**config.mk**
```make
export PLATFORM = sky130hd
export DESIGN_NAME = dual_pol_pulse_seq
export DESIGN_NICKNAME = d
export VERILOG_FILES = /design/src/rtl/dps_pkg.sv /design/src/rtl/dps_prt_timer.sv /design/src/rtl/dps_phase_table.sv /design/src/rtl/dps_envelope.sv /design/src/rtl/dual_pol_pulse_seq.sv
export SDC_FILE = /design/constraint.sdc
export NUM_CORES = 2
export LEC_CHECK = 0
export BUFFER_PORTS_ARGS = -buffer_cell sky130_fd_sc_hd__buf_2
export CAP_MARGIN = 5
export CELL_PAD_IN_SITES_DETAIL_PLACEMENT = 0
export CELL_PAD_IN_SITES_GLOBAL_PLACEMENT = 1
export CORE_MARGIN = 10
export CORE_UTILIZATION = 42
export DETAILED_ROUTE_END_ITERATION = 8
export PLACE_DENSITY = 0.73
export SETUP_SLACK_MARGIN = 0.2
export SYNTH_ARGS = -nofsm -noshare
export SYNTH_HDL_FRONTEND = slang
export SYNTH_SLANG_ARGS = --single-unit
```
**constraint.sdc**
```tcl
create_clock -name clk -period 5.6 [get_ports clk]
set_input_delay 1.12 -clock clk [delete_from_list [all_inputs] [get_ports clk]]
set_output_delay 1.12 -clock clk [all_outputs]
set_load 0.005 [all_outputs]
```
**src/rtl/dps_pkg.sv**
```systemverilog
package dps_pkg;

   typedef enum logic [1:0] {
      PRT_UNIFORM = 2'd0,
      PRT_STAGGER = 2'd1,
      PRT_BLOCK   = 2'd2
   } prt_mode_e;

   localparam int CFG_AW = 8;

   localparam logic [CFG_AW-1:0] REG_PRT_A   = 8'h00;
   localparam logic [CFG_AW-1:0] REG_PRT_B   = 8'h01;
   localparam logic [CFG_AW-1:0] REG_CTRL    = 8'h02;
   localparam logic [CFG_AW-1:0] REG_BLK_LEN = 8'h03;
   localparam logic [CFG_AW-1:0] REG_POL     = 8'h04;
   localparam logic [CFG_AW-1:0] REG_PH_LAST = 8'h05;
   localparam logic [CFG_AW-1:0] REG_ENV_LEN = 8'h06;

   localparam logic [1:0] PAGE_TAB_H = 2'b01;
   localparam logic [1:0] PAGE_TAB_V = 2'b10;

endpackage

```
**src/rtl/dps_prt_timer.sv**
```systemverilog
module dps_prt_timer
   import dps_pkg::*;
#(
   parameter int PRT_W    = 16,
   parameter int BLK_W    = 8,
   parameter bit BLOCK_EN = 1'b1
) (
   input  logic             clk,
   input  logic             rst_n,
   input  logic             run,
   input  logic [PRT_W-1:0] prt_a,
   input  logic [PRT_W-1:0] prt_b,
   input  prt_mode_e        mode,
   input  logic [BLK_W-1:0] blk_len,
   output logic             go
);

   generate
      if (PRT_W < 2) begin : g_bad_prt_w
         $error("dps_prt_timer: PRT_W must be at least 2");
      end
   endgenerate

   logic [PRT_W-1:0] cnt_q;
   logic             alt_q;
   logic             blk_b;
   logic             use_b;
   logic [PRT_W-1:0] sel_prt;

   assign go = run && (cnt_q == '0);

   generate
      if (BLOCK_EN) begin : g_blk
         logic [BLK_W-1:0] bcnt_q;
         logic             bsel_q;
         always_ff @(posedge clk or negedge rst_n) begin
            if (!rst_n) begin
               bcnt_q <= '0;
               bsel_q <= 1'b0;
            end else if (!run) begin
               bcnt_q <= '0;
               bsel_q <= 1'b0;
            end else if (go) begin
               if (bcnt_q == blk_len - 1'b1) begin
                  bcnt_q <= '0;
                  bsel_q <= ~bsel_q;
               end else begin
                  bcnt_q <= bcnt_q + 1'b1;
               end
            end
         end
         assign blk_b = bsel_q;
      end else begin : g_no_blk
         logic unused_len;
         assign unused_len = ^blk_len;
         assign blk_b = 1'b0;
      end
   endgenerate

   always_comb begin
      case (mode)
         PRT_STAGGER: use_b = alt_q;
         PRT_BLOCK:   use_b = blk_b;
         default:     use_b = 1'b0;
      endcase
      sel_prt = use_b ? prt_b : prt_a;
   end

   always_ff @(posedge clk or negedge rst_n) begin
      if (!rst_n) begin
         cnt_q <= '0;
         alt_q <= 1'b0;
      end else if (!run) begin
         cnt_q <= '0;
         alt_q <= 1'b0;
      end else if (go) begin
         cnt_q <= sel_prt - 1'b1;
         alt_q <= ~alt_q;
      end else begin
         cnt_q <= cnt_q - 1'b1;
      end
   end


   tick_down_chk: assert property (@(posedge clk) disable iff (!rst_n)
      run && !go |=> !run || (cnt_q == $past(cnt_q) - 1'b1));


   stagger_flip_chk: assert property (@(posedge clk) disable iff (!rst_n)
      run && go |=> !run || (alt_q != $past(alt_q)));

endmodule

```
**src/rtl/dps_phase_table.sv**
```systemverilog
module dps_phase_table #(
   parameter int PHASE_W = 12,
   parameter int DEPTH   = 64,
   localparam int AW     = $clog2(DEPTH)
) (
   input  logic               clk,
   input  logic               rst_n,
   input  logic               we,
   input  logic [AW-1:0]      waddr,
   input  logic [PHASE_W-1:0] wdata,
   input  logic               rd_en,
   input  logic [AW-1:0]      raddr,
   output logic [PHASE_W-1:0] phase
);

   generate
      if ((1 << AW) != DEPTH) begin : g_bad_depth
         $error("dps_phase_table: DEPTH must be a power of two");
      end
   endgenerate

   logic [PHASE_W-1:0] mem [DEPTH];

   always_ff @(posedge clk) begin
      if (we) begin
         mem[waddr] <= wdata;
      end
   end

   always_ff @(posedge clk or negedge rst_n) begin
      if (!rst_n) begin
         phase <= '0;
      end else if (rd_en) begin
         phase <= mem[raddr];
      end
   end


   phase_hold_chk: assert property (@(posedge clk) disable iff (!rst_n)
      !rd_en |=> $stable(phase));

endmodule

```
**src/rtl/dps_envelope.sv**
```systemverilog
module dps_envelope #(
   parameter int ENV_W = 8
) (
   input  logic             clk,
   input  logic             rst_n,
   input  logic             run,
   input  logic             start,
   input  logic [ENV_W-1:0] width,
   input  logic             shaped,
   output logic [ENV_W-1:0] env_addr,
   output logic             env_valid
);

   logic [ENV_W-1:0] left_q;
   logic             shaped_q;

   always_ff @(posedge clk or negedge rst_n) begin
      if (!rst_n) begin
         env_addr  <= '0;
         env_valid <= 1'b0;
         left_q    <= '0;
         shaped_q  <= 1'b0;
      end else if (!run) begin
         env_addr  <= '0;
         env_valid <= 1'b0;
         left_q    <= '0;
      end else if (start) begin
         env_addr  <= '0;
         env_valid <= (width != '0);
         left_q    <= width - 1'b1;
         shaped_q  <= shaped;
      end else if (env_valid) begin
         if (left_q == '0) begin
            env_valid <= 1'b0;
         end else begin
            left_q   <= left_q - 1'b1;
            env_addr <= env_addr + {{(ENV_W-1){1'b0}}, shaped_q};
         end
      end
   end


   env_start_chk: assert property (@(posedge clk) disable iff (!rst_n)
      $rose(env_valid) |-> env_addr == '0);


   env_flat_chk: assert property (@(posedge clk) disable iff (!rst_n)
      env_valid && !shaped_q && !$rose(env_valid) |-> $stable(env_addr));

endmodule

```
**src/rtl/dual_pol_pulse_seq.sv**
```systemverilog
module dual_pol_pulse_seq
   import dps_pkg::*;
#(
   parameter int PRT_W    = 16,
   parameter int BLK_W    = 8,
   parameter int IDX_W    = 16,
   parameter int PHASE_W  = 12,
   parameter int PH_DEPTH = 64,
   parameter int ENV_W    = 8,
   parameter int CFG_DW   = 16,
   parameter logic [PRT_W-1:0] PRT_RESET = 16,
   parameter bit BLOCK_EN = 1'b1
) (
   input  logic              clk,
   input  logic              rst_n,
   input  logic              run,
   input  logic              cfg_we,
   input  logic [CFG_AW-1:0] cfg_addr,
   input  logic [CFG_DW-1:0] cfg_wdata,
   output logic              trig,
   output logic [IDX_W-1:0]  pulse_idx,
   output logic              tx_h,
   output logic              tx_v,
   output logic [PHASE_W-1:0] phase_h,
   output logic [PHASE_W-1:0] phase_v,
   output logic [1:0]        wave_sel,
   output logic [ENV_W-1:0]  env_addr,
   output logic              env_valid
);

   localparam int PH_AW = $clog2(PH_DEPTH);
   localparam int NCH   = 2;

   generate
      if (PHASE_W < 11) begin : g_bad_res
         $error("dual_pol_pulse_seq: PHASE_W below 11 cannot reach 0.2 degree steps");
      end
      if (CFG_DW < PRT_W || CFG_DW < PHASE_W || CFG_DW < 10 || CFG_DW < ENV_W || CFG_DW < BLK_W) begin : g_bad_dw
         $error("dual_pol_pulse_seq: CFG_DW too narrow for a register field");
      end
      if (PH_AW > CFG_AW - 2) begin : g_bad_depth
         $error("dual_pol_pulse_seq: PH_DEPTH exceeds the table page");
      end
   endgenerate

   // configuration registers
   logic [PRT_W-1:0]   prt_a_q, prt_b_q;
   prt_mode_e          mode_q;
   logic               shaped_q;
   logic [1:0]         wave_cfg_q;
   logic [BLK_W-1:0]   blk_len_q;
   logic [7:0]         pol_pat_q;
   logic [1:0]         pol_last_q;
   logic [PH_AW-1:0]   ph_last_q;
   logic [ENV_W-1:0]   env_len_q;

   always_ff @(posedge clk or negedge rst_n) begin
      if (!rst_n) begin
         prt_a_q    <= PRT_RESET;
         prt_b_q    <= PRT_RESET;
         mode_q     <= PRT_UNIFORM;
         shaped_q   <= 1'b0;
         wave_cfg_q <= 2'd0;
         blk_len_q  <= BLK_W'(1);
         pol_pat_q  <= 8'b00_11_01_10;
         pol_last_q <= 2'd0;
         ph_last_q  <= '0;
         env_len_q  <= '0;
      end else if (cfg_we) begin
         case (cfg_addr)
            REG_PRT_A:   prt_a_q    <= cfg_wdata[PRT_W-1:0];
            REG_PRT_B:   prt_b_q    <= cfg_wdata[PRT_W-1:0];
            REG_CTRL: begin
               mode_q     <= prt_mode_e'(cfg_wdata[1:0]);
               shaped_q   <= cfg_wdata[2];
               wave_cfg_q <= cfg_wdata[4:3];
            end
            REG_BLK_LEN: blk_len_q  <= cfg_wdata[BLK_W-1:0];
            REG_POL: begin
               pol_pat_q  <= cfg_wdata[7:0];
               pol_last_q <= cfg_wdata[9:8];
            end
            REG_PH_LAST: ph_last_q  <= cfg_wdata[PH_AW-1:0];
            REG_ENV_LEN: env_len_q  <= cfg_wdata[ENV_W-1:0];
            default: ;
         endcase
      end
   end

   // pulse boundary
   logic go;

   dps_prt_timer #(
      .PRT_W    (PRT_W),
      .BLK_W    (BLK_W),
      .BLOCK_EN (BLOCK_EN)
   ) i_timer (
      .clk     (clk),
      .rst_n   (rst_n),
      .run     (run),
      .prt_a   (prt_a_q),
      .prt_b   (prt_b_q),
      .mode    (mode_q),
      .blk_len (blk_len_q),
      .go      (go)
   );

   // per-pulse sequencing
   logic [IDX_W-1:0] idx_q;
   logic [1:0]       slot_q;
   logic [PH_AW-1:0] ptr_q;
   logic [1:0]       slot_code;

   assign slot_code = pol_pat_q[2*slot_q +: 2];

   always_ff @(posedge clk or negedge rst_n) begin
      if (!rst_n) begin
         trig      <= 1'b0;
         pulse_idx <= '0;
         tx_h      <= 1'b0;
         tx_v      <= 1'b0;
         wave_sel  <= 2'd0;
         idx_q     <= '0;
         slot_q    <= 2'd0;
         ptr_q     <= '0;
      end else begin
         trig <= go;
         if (!run) begin
            idx_q  <= '0;
            slot_q <= 2'd0;
            ptr_q  <= '0;
         end else if (go) begin
            pulse_idx <= idx_q;
            idx_q     <= idx_q + 1'b1;
            tx_h      <= slot_code[0];
            tx_v      <= slot_code[1];
            wave_sel  <= wave_cfg_q;
            slot_q    <= (slot_q == pol_last_q) ? 2'd0 : slot_q + 1'b1;
            ptr_q     <= (ptr_q == ph_last_q) ? '0 : ptr_q + 1'b1;
         end
      end
   end

   // phase tables, one per channel
   logic [PHASE_W-1:0] phase_q [NCH];

   generate
      for (genvar ch = 0; ch < NCH; ch++) begin : g_chan
         logic tab_we;
         assign tab_we = cfg_we &&
                         (cfg_addr[CFG_AW-1 -: 2] == ((ch == 0) ? PAGE_TAB_H : PAGE_TAB_V));
         dps_phase_table #(
            .PHASE_W (PHASE_W),
            .DEPTH   (PH_DEPTH)
         ) i_tab (
            .clk   (clk),
            .rst_n (rst_n),
            .we    (tab_we),
            .waddr (cfg_addr[PH_AW-1:0]),
            .wdata (cfg_wdata[PHASE_W-1:0]),
            .rd_en (go),
            .raddr (ptr_q),
            .phase (phase_q[ch])
         );
      end
   endgenerate

   assign phase_h = phase_q[0];
   assign phase_v = phase_q[1];

   dps_envelope #(
      .ENV_W (ENV_W)
   ) i_env (
      .clk       (clk),
      .rst_n     (rst_n),
      .run       (run),
      .start     (go),
      .width     (env_len_q),
      .shaped    (shaped_q),
      .env_addr  (env_addr),
      .env_valid (env_valid)
   );

   // checker state for the pulse number
   logic             chk_seen_q;
   logic [IDX_W-1:0] chk_last_q;

   always_ff @(posedge clk or negedge rst_n) begin
      if (!rst_n) begin
         chk_seen_q <= 1'b0;
         chk_last_q <= '0;
      end else if (!run) begin
         chk_seen_q <= 1'b0;
      end else if (trig) begin
         chk_seen_q <= 1'b1;
         chk_last_q <= pulse_idx;
      end
   end


   idx_step_chk: assert property (@(posedge clk) disable iff (!rst_n)
      trig && chk_seen_q |-> pulse_idx == chk_last_q + 1'b1);


   trig_gap_chk: assert property (@(posedge clk) disable iff (!rst_n)
      trig |=> !trig);


   prt_min_chk: assert property (@(posedge clk) disable iff (!rst_n)
      run |-> (prt_a_q >= 2) && (prt_b_q >= 2));


   first_trig_chk: assert property (@(posedge clk) disable iff (!rst_n)
      $rose(run) |=> trig);

endmodule

```
==> flow_summary.toml <==
[timing]
clock_skew_ps = 25.5
grt_setup_unrepaired = "false"
maxSlewViolCount = 0
final_hold_viol_count = 0
slew_headroom_pct = 16.1
final.setup.tns_ps = 0
finalSetupViolCount = 0
timing.fmax_mhz = 260
period_needed_ps = 3840
worst_pin_slew_ps = 1250
fin_crit_sh_pct = 68.6

[finish]
fillers = 12800
area_delta_synth_final_pct = 13.6
layout_common_cells = "edfxtp_1, mux4_2, nor2_1"
final_common_cell = "edfxtp_1"
drive_above_1_share_pct = 26.9
final_area_sq_mm = 0.0764
final_util_pct = 48.1
finalNetCount = 3648

[synthesis]
synth_seq_cells = 1718
yosys_most_used_dff = "edfxtp_1"
synth_cell_types = 72
avgSynthCellArea_sq_um = 19.8
yosysSeqAreaShare_pct = 75.4
synthCells = 3390
synth_area_sq_mm = 0.0672
syn-num-nets = 3428
synth_edf_count = 1536
synth_warnings = 0
async_reset_ff_share_pct = 10.6

[worst_hold_path]
hold_class = "input pin to asynchronous set/reset pin"

[clock_network]
insertion_delay_ps = 810
root_buffer = "clkbuf_16"
cts_max_level = 4
cts-buffers-inserted = 165
postCtsSetupRepairBufs = 0
path_clk_slew_ps = 60
cts-hold-fix-buffers = 0
cts_tree = "yes"
cts_buffer_depth = 3
cts-resized-gates = 0
cts.sink_count = 1718

[grt]
grt-ovfl-total = 0
grt_max_degree = 102
gr-usage-all-layers_pct = 18.1
grt_pass1_wl_mm = 236
grt_pass1_vias = 34400
grt_antenna_before_repair = 9

[worst_setup_path]
worst_setup_path_end_kind = "flop"
cp_data_required_time_ps = 6320
criticalPathCategory = "flop to flop"
cp.arrival_ps = 4560
crit_fanout = 31
worstSetupStartpointType = "flop"

[placed_design]
dpl.hpwl_mm = 98.5
place_congestion = 0.822
placed_area_sq_mm = 0.0708
io_buffer_count = 81

[floorplanning]
core_area_sq_mm = 0.159
dieArea_sq_mm = 0.176
io_pins = 82
rows = 146
die_h_um = 420
initial_core_util_pct = 42.3
die_w_um = 420

[route]
ant_nets = 0
wirelength_met1_mm = 67.9
wl_per_cell_um = 27.5
drt_wl_total_mm = 160
drc = 0
wl_met3_mm = 10.2
wl_met2_mm = 77.1
initialDrtViolationCount = 3610
dr.max_layer_used = "met5"
dr.pass1.iters = 5
via_per_inst = 5.83
route.vias.total = 33900

[run_status]
status = "finished clean"

[power]
p_per_area_mw_per_mm2 = 361
peakVddDrop_mv = 0.322
p_leak_nw = 24.5

[flow_run]
maxCapViolations = 0
[flip-flops by register name, indices dropped and copies added (netlist names), 16 cells and up]
register,cells
pulse_idx,16
g_chan.i_tab.mem,1536
g_chan.i_tab.phase,24
idx_q,16
prt_b_q,16
i_timer.cnt_q,16
prt_a_q,16
[final timing paths]
kind / from / to / slack (ps) / depth (start not counted)
worst max-delay path: ptr_q[2]$_DFFE_PN0P_ / g_chan[0].i_tab.phase[0]$_DFFE_PN0N_ / 1760 / 7
worst min-delay path: rst_n / prt_b_q[12]$_DFFE_PN0P_ / 440 / 1
worst max register to register: ptr_q[2]$_DFFE_PN0P_ / g_chan[0].i_tab.phase[0]$_DFFE_PN0N_ / 1760 / 7
worst min register to register: pulse_idx[10]$_DFFE_PN0P_ / pulse_idx[10]$_DFFE_PN0P_ / 460 / 2
max in group asynchronous: rst_n / i_timer.cnt_q[2]$_DFF_PN0_ / 4010 / 2
min in group clk: pulse_idx[10]$_DFFE_PN0P_ / pulse_idx[10]$_DFFE_PN0P_ / 460 / 2
[report_power, final]
group          leakage [nW]  switching (W)  internal (W)
registers              16.2       0.000225        0.0142
logic                  5.59        0.00111      0.000736
clock network          2.68        0.00478       0.00655
total                  24.5        0.00612        0.0214
[through the flow]
step / worst slack, ps / std cells / hold WS (ps) / power, W
finish: 1760 / 5820 / 439 / 0.0276
global route: 1680 / 5819 / 480 / 0.0285
CTS: 1750 / 5815 / 430 / 0.0278
detailed placement: 1210 / 5515 / 451 / 0.0165
global placement: 1340 / 5515 / 445 / 0.0165
floorplan: 2350 / 3390 / 442 / 0.0157
[Yosys cell counts, types with 13 or more instances]
library cell	n	area, sq um
a21oi_1	35	175
a221oi_1	24	210
buf_1	26	97.6
buf_2	45	225
clkbuf_1	109	409
dfrtp_1	175	4380
edfxtp_1	1536	46100
inv_1	22	82.6
mux2_2	68	766
mux2i_1	40	400
mux4_2	410	9230
nand2_1	167	627
nand3_1	31	155
nand4_1	13	81.3
nor2_1	189	709
nor3_1	22	110
nor4_1	38	238
o21ai_0	128	641
o22ai_1	100	626
xnor2_1	24	210
xor2_1	20	175
[cell type report]
cell class	instances	area (sq um)	share of cell area, %
diodes	5	12.5	0.0164
clock buffers	229	4590	6.01
clock inverters	71	928	1.22
inverters	24	90.1	0.118
multi-input cells	1466	15700	20.6
flip-flops and latches	1718	50700	66.4
well taps	2072	2590	3.39
repair buffers	235	1730	2.26
[critical path, cell delays in order, from the launching register on]
cell	delay [ps]
dfrtp_2	700
and2_1	320
buf_4	250
nand2b_1	720
o22ai_1	330
nor4_1	980
o21ai_0	210
o21ai_0	210
[cell families after synthesis]
kind of cell,count (synthesis),synth area share [%]
adders and majority gates,10,0.186
AOI/OAI and AO/OA,346,3.13
muxes,528,15.6
DFF,1718,75.4
xor gates and xnor gates,45,0.607
and+or+nand+nor,537,3.77
buffers and inverters,206,1.25
[layer usage]
layer,vias to the layer above,global-route usage [%]
met5,-,0
met4,2,5.63
met3,242,2.96
met2,1241,28.6
met1,18100,25.7
li1,14400,-
Power figures use the tool's default switching activity.
